<file path="src/rtl/trailer_shift.sv">
module trailer_shift #(
    parameter int WIDTH = 24
) (
    input  logic             clk,
    input  logic             rst_n,
    input  logic             clr_i,
    input  logic             shift_i,
    input  logic             bit_i,
    output logic [WIDTH-1:0] cand_o,
    output logic             last_o
);
    localparam int CNT_W = $clog2(WIDTH + 1);

    typedef struct packed {
        logic [WIDTH-2:0] word;
        logic [CNT_W-1:0] cnt;
    } trl_t;

    trl_t tr_d, tr_q;

    always_comb begin
        tr_d = tr_q;
        if (clr_i) begin
            tr_d.word = '0;
            tr_d.cnt  = '0;
        end else if (shift_i) begin
            tr_d.word = {tr_q.word[WIDTH-3:0], bit_i};
            tr_d.cnt  = tr_q.cnt + 1'b1;
        end
    end

    always_ff @(posedge clk or negedge rst_n) begin
        if (!rst_n) tr_q <= '0;
        else        tr_q <= tr_d;
    end

    assign cand_o = {tr_q.word, bit_i};
    assign last_o = (tr_q.cnt == CNT_W'(WIDTH - 1));

    AST_CNT_BOUND: assert property (@(posedge clk) disable iff (!rst_n)
        tr_q.cnt <= CNT_W'(WIDTH));

    AST_CLR_EMPTIES: assert property (@(posedge clk) disable iff (!rst_n)
        clr_i |=> (tr_q.cnt == '0));

endmodule

</file>
<file path="config.mk">
export PLATFORM = sky130hd
export DESIGN_NAME = trailer_shift
export DESIGN_NICKNAME = d
export VERILOG_FILES = /design/src/rtl/trailer_shift.sv
export SDC_FILE = /design/constraint.sdc
export NUM_CORES = 1
export LEC_CHECK = 0
export ABC_AREA = 0
export BUFFER_PORTS_ARGS = -buffer_cell sky130_fd_sc_hd__buf_4
export CAP_MARGIN = 20
export CORE_ASPECT_RATIO = 1.4
export CORE_UTILIZATION = 38
export DETAILED_ROUTE_END_ITERATION = 16
export PLACE_DENSITY = 0.65
export SETUP_SLACK_MARGIN = 0.02
export SLEW_MARGIN = 20
export SYNTH_ARGS = -nofsm -noshare
export SYNTH_HDL_FRONTEND = slang
export SYNTH_SLANG_ARGS = --single-unit
</file>
<file path="constraint.sdc">
create_clock -name clk -period 1.5 [get_ports clk]
set_input_delay 0.15 -clock clk [delete_from_list [all_inputs] [get_ports clk]]
set_output_delay 0.15 -clock clk [all_outputs]
set_load 0.01 [all_outputs]
</file>
## Word-level counts from Yosys, hierarchy flattened

Cells that the tools add are included.

- Input port bits: 5
- Register bits: 28
- Output and inout port bits: 25
- Logic and storage cells: 7

- Add/subtract/negate cells: 1
- Equality and inequality tests: 1
- Reductions and logical operators: 1
- Mux-type cells: 2

Operator list:

| kind | number |
|---|---|
| 28-bit 2-to-1 mux | 2 |
| 5-bit by 1-bit adder with 5-bit output, second input constant | 1 |
| 5-bit equality test, second input constant | 1 |
| 2-bit nonzero test | 1 |

## Logic depth before layout (Yosys ltp)

Gate-level depths: netlist (run 1).

- Depth in word-level cells: 3
- Gate-level depth with buffers: 4
- Gate-level depth less buffers: 3

## Worst setup path before layout (run 1)

Ideal clock, no wire load.

- Path type: reg2reg
- Start: register tr_q[0] (netlist bit)
- End: register tr_q[4] (netlist bit)
- Arrival time: 1.063 ns
- Clock period less this slack: 1.188 ns
- Cell stages (with the launch flop): 4
- Path buffers: 0
- Data required time: 1.375 ns
- Path slack: 0.312 ns
- Cells stage by stage: dfrtp_1 > ha_1 > nand4_1 > mux2_2

- Longest elaborated chain between the ends: 3

RTL lines:

| element | line | text |
|---|---|---|
| from (decl) | 19 | `trl_t tr_d, tr_q;` |
| from (signal assigned) | 34 | `else tr_q <= tr_d;` |
| 5-bit by 1-bit adder with 5-bit output | 28 | `tr_d.cnt = tr_q.cnt + 1'b1;` |
| 28-bit 2-to-1 mux | 26 | `end else if (shift_i) begin` |
| 28-bit 2-to-1 mux | 23 | `if (clr_i) begin` |

No other way between the ends. The select of a mux whose other input is x is not followed.
A chain may end at the register's enable or synchronous reset.

## Worst setup path in the final report (run 1)

- Start: register tr_q[0] (netlist bit)
- End: output last_o

- Longest elaborated chain between the ends: 1

RTL lines:

| element | line | text |
|---|---|---|
| 5-bit equality test | 38 | `assign last_o = (tr_q.cnt == CNT_W'(WIDTH - 1));` |
| to (decl) | 10 | `output logic last_o` |

No other way between the ends.

==> results of run 1 <==
==> routing by layer <==
| metal | track usage [%] | vias up |
|---|---|---|
| met4 | 6.14 | 0 |
| li1 | - | 389 |
| met3 | 1.24 | 5 |
| met5 | 0 | - |
| met1 | 16.1 | 392 |
| met2 | 17.1 | 21 |
==> power groups by stage <==
| stage | clock network, mW | registers [mW] | logic (mW) |
|---|---|---|---|
| finish | 0.455 | 0.771 | 0.111 |
| global route | 0.507 | 0.772 | 0.122 |
| CTS | 0.475 | 0.773 | 0.0986 |
| detailed placement | 0 | 0.788 | 0.0961 |
| global placement | 0 | 0.787 | 0.0941 |
| floorplan | 0 | 0.787 | 0.0740 |
==> path summary, 6_finish.rpt <==
kind | start | to | cells past startpoint
setup / recovery | tr_q[0]$_DFFE_PN0P_ | last_o | 3
max in group asynchronous | rst_n | tr_q[0]$_DFFE_PN0P_ | 2
hold reg to reg | cand_o[23]$_DFFE_PN0P_ | cand_o[23]$_DFFE_PN0P_ | 2
hold / removal | bit_i | cand_o[1]$_DFFE_PN0P_ | 3
min in group asynchronous | rst_n | cand_o[5]$_DFFE_PN0P_ | 2
setup reg to reg | tr_q[0]$_DFFE_PN0P_ | tr_q[4]$_DFFE_PN0P_ | 3
==> critical path: cells and delay by family (launching register included) <==
kind	cells	cell delay, ns
fa+ha+maj	1	0.24
buf+inv	1	0.14
flops	1	0.43
simple gates	1	0.20
==> flip-flops by register name, summed over array words and instances, names as in the netlist <==
register,cells
cand_o,23
tr_q,5
==> cell families (layout without fill, tap and decap cells) <==
kind of cell	after synthesis	after routing	share of synthesized area (%)
buffers and inverters	30	38	16.9
flip-flops	28	28	50.1
AO/OA/AOI/OAI	2	2	1.07
XOR/XNOR	1	1	0.626
multiplexers	26	26	19.1
AND/OR/NAND/NOR	33	33	11.4
adder cells (fa/ha/maj)	1	1	0.894
==> what timing repair did <==
| item | CTS | global route |
|---|---|---|
| hold endpoints to repair | 28 | 0 |
| gates resized for setup | 0 | 1 |
| setup endpoints to repair | 0 | 1 |
| hold buffers | 1 | 0 |
| setup buffers | 0 | 3 |
==> layout by cell type, fill, tap and decap left out, types with 2 or more instances in the layout <==
cell	n
sky130_fd_sc_hd__clkbuf_8	4
sky130_fd_sc_hd__dfrtp_1	27
sky130_fd_sc_hd__nor2b_1	2
sky130_fd_sc_hd__buf_4	33
sky130_fd_sc_hd__mux2i_1	24
sky130_fd_sc_hd__nor2_1	27
==> cell type report <==
cell class | instances | area (um^2) | share of cell area (%)
multi-input combinational | 63 | 462 | 30.2
clock buffer | 4 | 55.1 | 3.61
sequential | 28 | 702 | 46.0
timing repair buffer | 34 | 258 | 16.9
tap | 40 | 50.0 | 3.28
==> stage by stage <==
step	instance area (um^2)	cells
after floorplan	1400	121
after global placement	1440	161
after detailed placement	1440	161
after CTS	1500	166
after global routing	1530	169
final	1530	169
==> metrics.sh, run 1 <==
CHIPHEIGHT_UM=73.8
NUMBER_OF_NETS_IN_THE_LAYOUT=136
MAX-VDD-IR-DROP_mV=0.505
POWER_REPORT.INTERNAL_TOTAL_mW=1.05
MET1_WL_UM=900
CLKPWRFRAC_PCT=34.0
DIE-WIDTH_UM=53.3
MAX-CLOCK-PATH-BUFFERS=2
REPORT.POWER.TOTAL_mW=1.34
MAX_SLEW.WORST_PIN.SLEW_NS=0.354
DETAILROUTE.WIRELENGTH.MET3_UM=92
SYNTHESIS.INSTANCES=121
POWER_DENSITY_nW_PER_UM2=875
GRT_SETUP_UNREPAIRED='no'
WORST_SETUP_PATH_END_KIND='output port'
CRITICAL_PATH_ARRIVAL_NS=1.28
GP_CONGESTION=0.650
SYNTH_AREA_LEADERS='sky130_fd_sc_hd__dfrtp_1 (50%), sky130_fd_sc_hd__mux2i_1 (17%), sky130_fd_sc_hd__buf_4 (13%)'
HOLD_WS_NS=0.131
MET2ROUTEDLENGTH_UM=1060
GRT_PASS1_VIAS=724
CTSROOTBUFFERMASTER='sky130_fd_sc_hd__clkbuf_8'
SYNTH_SEQUENTIAL_AREA_RATIO_PCT=50.1
FINAL-SETUP-VIOL-COUNT=0
SYNTH_AREA_UM2=1400
START_UTIL_PCT=40.7
CRIT_PATH_TOP_DELAY_CELL='sky130_fd_sc_hd__dfrtp_2'
TIMING.FINAL.CRIT_PERIOD_NS=1.43
ROUTEDWLPERCELL_UM=12.4
CTS_TREE='yes'
POWER_FRAC_SEQ_PCT=57.7
FIN_SETUP_TNS_NS=0
STATIC-LEAKAGE-POWER_nW=0.831
HTREE_NUM_LEVELS=1
PATH_CLK_SLEW_NS=0.09
NUM_IO_PINS=30
DP.FINAL_HPWL_UM=1370
CTS_BUFFERS=3
BUFFER_PORTS.INSERTED=29
RUN_STATUS='completed'
TOP_SIGNAL_LAYER_USED='met4'
PATH_CELLS='ha_1 > and4b_1 > buf_4'
POST-SYNTH-TOP-COUNT-CELL='sky130_fd_sc_hd__dfrtp_1'
ANTENNA_VIOLATIONS_BEFORE_REPAIR=0
DRT-TOTAL-WL_UM=2090
DETAIL_ROUTE.DRC_VIOLATIONS=0
TIMING_HOLD_VIOLATIONS_FINAL=0
YS_WARN_COUNT=0
POST_DRT_VIA_CELL_RATIO=4.78
CRIT_PATH_START_KIND='register'
DRIVE_ABOVE_1_SHARE_PCT=32.6
INSERTION_DELAY_OF_THE_LATER_CLOCKED_PIN_IN_THE_WORST_SKEW_PAIR_NS=0.27
GRT_PASS1_WL_UM=3310
VIA_TOTAL_AFTER_DETAILED_ROUTING=807
LAYOUT.FILLER_CELLS=336
DR.PASS1.ITERS=4
SYNTHTOPCELLSBYCOUNT='sky130_fd_sc_hd__dfrtp_1 (28), sky130_fd_sc_hd__nor2_1 (27), sky130_fd_sc_hd__buf_4 (24), sky130_fd_sc_hd__mux2i_1 (24), sky130_fd_sc_hd__buf_2 (3)'
POWER.SHARE.SWITCHING_PCT=21.7
CRITPATHREQUIREDTIME_NS=1.35
YOSYSTOPAREACELL='sky130_fd_sc_hd__dfrtp_1'
TIMING.REG2REG.SETUP_SLACK_NS=0.28
NETLIST-CELL-TYPE-COUNT=18
TIMING.SLEW.HEADROOM_PCT=76.4
FMAX_MHz=702
POSTSYNTHNETCOUNT=127
LAYOUT_WORST_PATH_CYCLE_SHARE_PCT=95.0
ANTENNA_LEFT=0
ASYNCSETRESETFLOPFRACSYNTH_PCT=100
DRV.MAX_CAP_VIOLATION_COUNT=0
SYNTH.FF_LATCH_COUNT=28
MIN_PATH_TYPE='in -> reg'
PLACEMENT_ROWS=25
DRT_FIRST_ITER_VIOLATIONS=25
FINAL_MAX_SLEW_VIOL_COUNT=0
GRT_MAX_DEGREE=31
POST-ROUTE-UTIL_PCT=44.4
DESIGN.CORE.AREA_UM2=3440
CLOCK_TREE_SKEW_AFTER_FINAL_LAYOUT_NS=0.00145
P_COMB_SHARE_PCT=8.3
GRT_UTIL_ALL_LAYERS_PCT=11.5
SETUP_SLACK_NS=0.0745
AREA_GROWTH_SYN_TO_LAYOUT_PCT=9.12
GRT.OVERFLOW.TOTAL=0
ANTENNADIODECOUNT=0
PRECTSSETUPSLACK_NS=0.257
NETSWITCHINGPOWER_mW=0.291
SYN-MEAN-INSTANCE-AREA_UM2=11.6
SYNTH_EDF_COUNT=0
TIMING_WORST_SETUP_PATH_TYPE='reg -> out'
CTS_NUM_SINKS=28
CP_MAX_FO=4
SYNTH.TOP_CELL.AREA_SHARE_PCT=50.1
DIE_AREA_UM2=3930
LARGEST_STAGE_DELAY_ON_THE_CRITICAL_PATH_NS=0.43
YS_DOMINANT_REG_CELL='sky130_fd_sc_hd__dfrtp_1'
(Power assumes the default switching activity.)
==> inputs of run 2 (changes only) <==
Settings changed: RECOVER_POWER set to 100.
==> metrics.sh, run 2 (synthesized netlist as in run 1, its figures left out) <==
INSERTION_DELAY_OF_THE_LATER_CLOCKED_PIN_IN_THE_WORST_SKEW_PAIR_NS=0.27  # about the same
GRT_PASS1_WL_UM=3310  # unchanged
HOLD-PATH-ENDPOINT='cand_o[1]$_DFFE_PN0P_'
POWER_DENSITY_nW_PER_UM2=935  # +6.9%
DRT_FIRST_ITER_VIOLATIONS=40  # +60%
PRECTSSETUPSLACK_NS=0.257  # unchanged
PATH_CLK_SLEW_NS=0.09  # about the same
CTS_NUM_SINKS=28  # unchanged
MIN_FROM='bit_i'
LAYOUT_WORST_PATH_CYCLE_SHARE_PCT=93.8  # -1.3 points
DP.FINAL_HPWL_UM=1370  # unchanged
CP_MAX_FO=4  # unchanged
FMAX_MHz=711  # +1.4%
TIMING.SLEW.HEADROOM_PCT=54.2  # -22 points
POST_DRT_VIA_CELL_RATIO=4.79  # +0.37%
TIMING.REG2REG.SETUP_SLACK_NS=0.27  # about the same
GRT_PASS1_VIAS=724  # unchanged
PLACEMENT_ROWS=25  # unchanged
DETAIL_ROUTE.DRC_VIOLATIONS=0  # unchanged
GRT_SETUP_UNREPAIRED='no'
HOLD_WS_NS=0.130  # -0.00121 ns
CHIPHEIGHT_UM=73.8  # unchanged
BUFFER_PORTS.INSERTED=29  # unchanged
WORST_SETUP_PATH_END_KIND='output port'
LAYOUT.FILLER_CELLS=362  # +7.7%
GP_CONGESTION=0.650  # unchanged
REG2REG_FROM='tr_q[0]$_DFFE_PN0P_'
WORST_SETUP_PATH_STARTPOINT='tr_q[0]$_DFFE_PN0P_'
CTSROOTBUFFERMASTER='sky130_fd_sc_hd__clkbuf_8'
STDCELL_COUNT=169  # unchanged
CTS_TREE='yes'
FINAL-SETUP-VIOL-COUNT=0  # unchanged
CTS_BUFFERS=3  # unchanged
TIMING_WORST_SETUP_PATH_TYPE='reg -> out'
NUMBER_OF_NETS_IN_THE_LAYOUT=136  # unchanged
DESIGN.CORE.AREA_UM2=3440  # unchanged
DIE-WIDTH_UM=53.3  # unchanged
MAX_SLEW.WORST_PIN.SLEW_NS=0.687  # +0.332 ns
MAX-VDD-IR-DROP_mV=0.502  # -0.54%
STATIC-LEAKAGE-POWER_nW=0.720  # -13%
MAX-CLOCK-PATH-BUFFERS=2  # unchanged
DR.PASS1.ITERS=4  # unchanged
GRT_UTIL_ALL_LAYERS_PCT=11.5  # unchanged
DRIVE_ABOVE_1_SHARE_PCT=12.4  # -20 points
CRITICAL_PATH_ARRIVAL_NS=1.26  # -0.02 ns
WORST_HOLD_PATH.NUM_CELLS=3  # unchanged
CLOCK_TREE_SKEW_AFTER_FINAL_LAYOUT_NS=0.00146  # +0.0000127 ns
WORST_R2R_ENDPOINT='tr_q[4]$_DFFE_PN0P_'
ANTENNA_VIOLATIONS_BEFORE_REPAIR=0  # unchanged
ANTENNA_LEFT=0  # unchanged
CRIT_PATH_START_KIND='register'
GRT_MAX_DEGREE=31  # unchanged
ANTENNADIODECOUNT=0  # unchanged
DIE_AREA_UM2=3930  # unchanged
GRT.OVERFLOW.TOTAL=0  # unchanged
TIMING.FINAL.CRIT_PERIOD_NS=1.41  # -0.0190 ns
CRITPATHREQUIREDTIME_NS=1.35  # about the same
FIN_SETUP_TNS_NS=0  # unchanged
TIMING_HOLD_VIOLATIONS_FINAL=0  # unchanged
NUM_IO_PINS=30  # unchanged
POST-ROUTE-UTIL_PCT=41.3  # -3.1 points
MIN_PATH_TYPE='in -> reg'
MOSTFREQUENTLAYOUTCELLS='sky130_fd_sc_hd__nor2_1 (27), sky130_fd_sc_hd__dfrtp_1 (27), sky130_fd_sc_hd__clkbuf_1 (25)'
RUN_STATUS='completed'
PLACED_CELLS=161  # unchanged
START_UTIL_PCT=40.7  # unchanged
HTREE_NUM_LEVELS=1  # unchanged
LARGEST_REGISTER_FF_COUNT=23  # unchanged
ROUTEDWLPERCELL_UM=12.3  # -0.62%
AREA_GROWTH_SYN_TO_LAYOUT_PCT=1.61
DRV.MAX_CAP_VIOLATION_COUNT=0  # unchanged
REG2REG_DEPTH=3  # unchanged
VIA_TOTAL_AFTER_DETAILED_ROUTING=810  # +0.37%
FINAL_MAX_SLEW_VIOL_COUNT=0  # unchanged
DRT-TOTAL-WL_UM=2080  # -0.62%
SETUP_SLACK_NS=0.0935  # +0.0190 ns
[run 2: cell types whose count changed in the layout (fill, tap and decap cells not counted)]
cell and change:
sky130_fd_sc_hd__buf_4 -29, sky130_fd_sc_hd__clkbuf_1 +25, sky130_fd_sc_hd__clkbuf_2 +3, sky130_fd_sc_hd__clkbuf_4 +1, sky130_fd_sc_hd__mux2_1 +1, sky130_fd_sc_hd__mux2_4 -1
[run 2: power by group]
| part | switching, mW | internal [mW] | total [mW] |
|---|---|---|---|
| clock network | 0.220 | 0.235 | 0.455 |
| logic | 0.0623 | 0.0420 | 0.104 |
| registers | 0.00751 | 0.763 | 0.771 |
| total | 0.290 | 1.04 | 1.33 |
[run 2: through the flow]
stage | power, mW | area [um^2]
global route | 1.40 | 1420
finish | 1.33 | 1420
global placement | 0.881 | 1440
CTS | 1.35 | 1500
detailed placement | 0.885 | 1440
floorplan | 0.861 | 1400
[run 2: worst max-delay path by stage]
stage          depth (start not counted)                  end  slack, ns
2_1_floorplan                          3  tr_q[4]$_DFFE_PN0P_       0.31
3_3_place_gp                           3  tr_q[4]$_DFFE_PN0P_       0.30
3_5_place_dp                           3  tr_q[4]$_DFFE_PN0P_       0.26
4_1_cts                                3               last_o       0.02
5_1_grt                                3               last_o       0.04
6_report                               3               last_o       0.09
[run 2: cell type report]
class	instances	area, um^2	area share [%]
well taps	40	50.0	3.52
repair buffers	34	156	11.0
clock buffers	4	55.1	3.87
multi-input cells	63	458	32.2
flip-flops and latches	28	702	49.4
[run 2: timing repair]
item / 4_1_cts / 5_1_grt
buffers inserted: 0 / 3
hold endpoints to repair: 28 / 0
hold buffers: 1 / 0
endpoints found under the setup margin: 0 / 1
gates resized for setup: 0 / 1
[run 2: routing by layer]
| layer | global-route usage [%] | part of all wire (%) | vias to the layer above |
|---|---|---|---|
| met3 | 1.24 | 4.0 | 5 |
| met5 | 0 | 0 | - |
| met4 | 6.14 | 2.0 | 0 |
| met2 | 17.1 | 50 | 16 |
| li1 | - | - | 389 |
| met1 | 16.1 | 44 | 400 |
[run 2: worst max-delay path, stage by stage (launching register included)]
cell	delay (ns)
sky130_fd_sc_hd__dfrtp_2	0.42
sky130_fd_sc_hd__ha_1	0.24
sky130_fd_sc_hd__and4b_1	0.20
sky130_fd_sc_hd__clkbuf_1	0.12
==> inputs of run 3 (changes only) <==
Clock period 1.5 ns to 1.65 ns, I/O delays scaled along.
==> metrics.sh, run 3 (synthesized netlist as in run 1, its figures left out) <==
TIMING_WORST_SETUP_PATH_TYPE='reg -> out'
CP_MAX_FO=4  # unchanged
PATH_CELLS='ha_1 > and4b_1 > clkbuf_1'
STATIC-LEAKAGE-POWER_nW=0.696  # -3.3%
CTS_TREE='yes'
MAX_SLEW.WORST_PIN.SLEW_NS=0.831  # +0.144 ns
CHIPHEIGHT_UM=73.8  # unchanged
LAYOUT.CELLS.MOST_COMMON='sky130_fd_sc_hd__dfrtp_1'
VIA_TOTAL_AFTER_DETAILED_ROUTING=774  # -4.4%
FIN_SETUP_TNS_NS=0  # unchanged
DRIVE_ABOVE_1_SHARE_PCT=8.00  # -4.4 points
POST_DRT_VIA_CELL_RATIO=4.69  # -2.1%
FINAL-SETUP-VIOL-COUNT=0  # unchanged
GRT_MAX_DEGREE=31  # unchanged
DETAIL_ROUTE.DRC_VIOLATIONS=0  # unchanged
BUFFER_PORTS.INSERTED=29  # unchanged
START_UTIL_PCT=40.7  # unchanged
GRT_SETUP_UNREPAIRED='no'
DRV.MAX_CAP_VIOLATION_COUNT=0  # unchanged
MAX-VDD-IR-DROP_mV=0.407  # -19%
GRT_UTIL_ALL_LAYERS_PCT=11.4  # -0.12 points
DESIGN.CORE.AREA_UM2=3440  # unchanged
ANTENNADIODECOUNT=0  # unchanged
GRT.OVERFLOW.TOTAL=0  # unchanged
LARGEST_REGISTER_FF_COUNT=23  # unchanged
INSERTION_DELAY_OF_THE_LATER_CLOCKED_PIN_IN_THE_WORST_SKEW_PAIR_NS=0.26  # about the same
MOSTFREQUENTLAYOUTCELLS='sky130_fd_sc_hd__dfrtp_1 (28), sky130_fd_sc_hd__nor2_1 (27), sky130_fd_sc_hd__clkbuf_1 (26)'
CRIT_PATH_TOP_DELAY_CELL='sky130_fd_sc_hd__dfrtp_1'
NUM_IO_PINS=30  # unchanged
MAX-CLOCK-PATH-BUFFERS=2  # unchanged
ANTENNA_LEFT=0  # unchanged
AREA_TAKEN_BY_FLIP_FLOPS_AND_LATCHES_UM2=701  # -0.18%
CP-ENDPOINT='last_o'
LAYOUT_WORST_PATH_CYCLE_SHARE_PCT=87.8
PLACEMENT_ROWS=25  # unchanged
PATH_CLK_SLEW_NS=0.08  # about the same
GP_CONGESTION=0.674  # +3.8%
TIMING.REG2REG.SETUP_SLACK_NS=0.39  # +0.12 ns
DIE-WIDTH_UM=53.3  # unchanged
DIE_AREA_UM2=3930  # unchanged
CRITPATHREQUIREDTIME_NS=1.48  # +0.13 ns
REPORT.POWER.TOTAL_mW=1.13  # -15%
TIMING.FINAL.CRIT_PERIOD_NS=1.45
POWER_DENSITY_nW_PER_UM2=819  # -12%
WORST_SETUP_PATH_STARTPOINT='tr_q[0]$_DFFE_PN0P_'
FINAL_MAX_SLEW_VIOL_COUNT=0  # unchanged
CTS_BUFFERS=3  # unchanged
CRITICAL_PATH_ARRIVAL_NS=1.28  # +0.02 ns
DRT_FIRST_ITER_VIOLATIONS=19  # -53%
DRT-TOTAL-WL_UM=2030  # -2.5%
REG2REG_FROM='tr_q[0]$_DFFE_PN0P_'
GRT_PASS1_VIAS=764  # +5.5%
DP.FINAL_HPWL_UM=1380  # +1.3%
FMAX_MHz=690
POST-CTS-SETUP-BUFFERS=0  # unchanged
CTS_NUM_SINKS=28  # unchanged
MULTI_INPUT_COMBINATIONAL_CELL_AREA_UM2=458  # unchanged
TIMING_HOLD_VIOLATIONS_FINAL=0  # unchanged
WORST_SETUP_PATH_END_KIND='output port'
REG2REG_DEPTH=3  # unchanged
WORST_R2R_ENDPOINT='tr_q[4]$_DFFE_PN0P_'
NUMBER_OF_NETS_IN_THE_LAYOUT=133  # -2.2%
ANTENNA_VIOLATIONS_BEFORE_REPAIR=0  # unchanged
LARGEST_STAGE_DELAY_ON_THE_CRITICAL_PATH_NS=0.44  # +0.02 ns
GRT_PASS1_WL_UM=3330  # +0.39%
TIMING.SLEW.HEADROOM_PCT=44.6  # -9.6 points
RUN_STATUS='completed'
ROUTEDWLPERCELL_UM=12.3  # about the same
AREA_GROWTH_SYN_TO_LAYOUT_PCT=-1.16
MIN_PATH_TYPE='in -> reg'
LAYOUT.FILLER_CELLS=369  # +1.9%
CTSROOTBUFFERMASTER='sky130_fd_sc_hd__clkbuf_8'
CRIT_PATH_START_KIND='register'
CLOCK_TREE_SKEW_AFTER_FINAL_LAYOUT_NS=0.00399  # +0.00253 ns
HTREE_NUM_LEVELS=1  # unchanged
DR.PASS1.ITERS=3  # -1
[run 3: changes by cell type in the layout (fill, tap and decap cells not counted), sizes merged]
| cell | delta |
|---|---|
| buf | -2 |
| clkbuf | -2 |
[run 3: metrics by stage]
| step | instance area (um^2) | utilization (%) | hold slack (ns) | worst slack [ns] | instances |
|---|---|---|---|---|---|
| final | 1380 | 40.2 | 0.150 | 0.202 | 165 |
| after global routing | 1380 | 40.2 | 0.157 | 0.0882 | 165 |
| after CTS | 1490 | 43.3 | 0.147 | 0.165 | 165 |
| after detailed placement | 1440 | 41.8 | 0.103 | 0.397 | 161 |
| after global placement | 1440 | 41.8 | 0.0960 | 0.441 | 161 |
| after floorplan | 1400 | - | -0.131 | 0.462 | 121 |
[run 3: area by class of cell]
class / count / share of cell area, %
tap: 40 / 3.62
timing repair buffer: 31 / 9.59
clock buffer: 3 / 2.99
multi-input combinational: 63 / 33.1
sequential: 28 / 50.7
[run 3: worst max-delay path: cells and delay by family, from the launching register on]
| kind | cells | cell delay (ns) |
|---|---|---|
| and+or+nand+nor | 1 | 0.20 |
| DFF | 1 | 0.44 |
| buffers and inverters | 1 | 0.15 |
| adders and majority gates | 1 | 0.24 |
[run 3: per-layer routing]
layer	vias up	wire length, um	GRT usage (%)
met5	-	0	0
met4	0	13	4.39
met3	2	85	2.07
met2	13	1030	19.2
met1	375	897	14.0
li1	384	-	-
[run 3: timing repair]
action | CTS | global route
endpoints found under the setup margin | 0 | 0
hold endpoints to repair | 28 | 0
hold buffers | 1 | 0
gates resized for setup | 0 | 0
[run 3: power breakdown]
group          internal (mW)  switching (mW)  total (mW)
registers              0.693         0.00966       0.703
clock network          0.163           0.185       0.348
logic                 0.0304          0.0511      0.0816
total                  0.887           0.246        1.13
[run 3: how the worst min path moves through the flow]
stage          startpoint                endpoint  slack [ns]  cells past startpoint
3_3_place_gp        rst_n   cand_o[5]$_DFFE_PN0P_         0.1                      1
6_report            bit_i   cand_o[1]$_DFFE_PN0P_        0.15                      3
3_5_place_dp        rst_n   cand_o[5]$_DFFE_PN0P_        0.10                      1
5_1_grt             bit_i   cand_o[1]$_DFFE_PN0P_        0.16                      3
4_1_cts             bit_i   cand_o[1]$_DFFE_PN0P_        0.15                      3
2_1_floorplan       rst_n  cand_o[10]$_DFFE_PN0P_       -0.13                      0
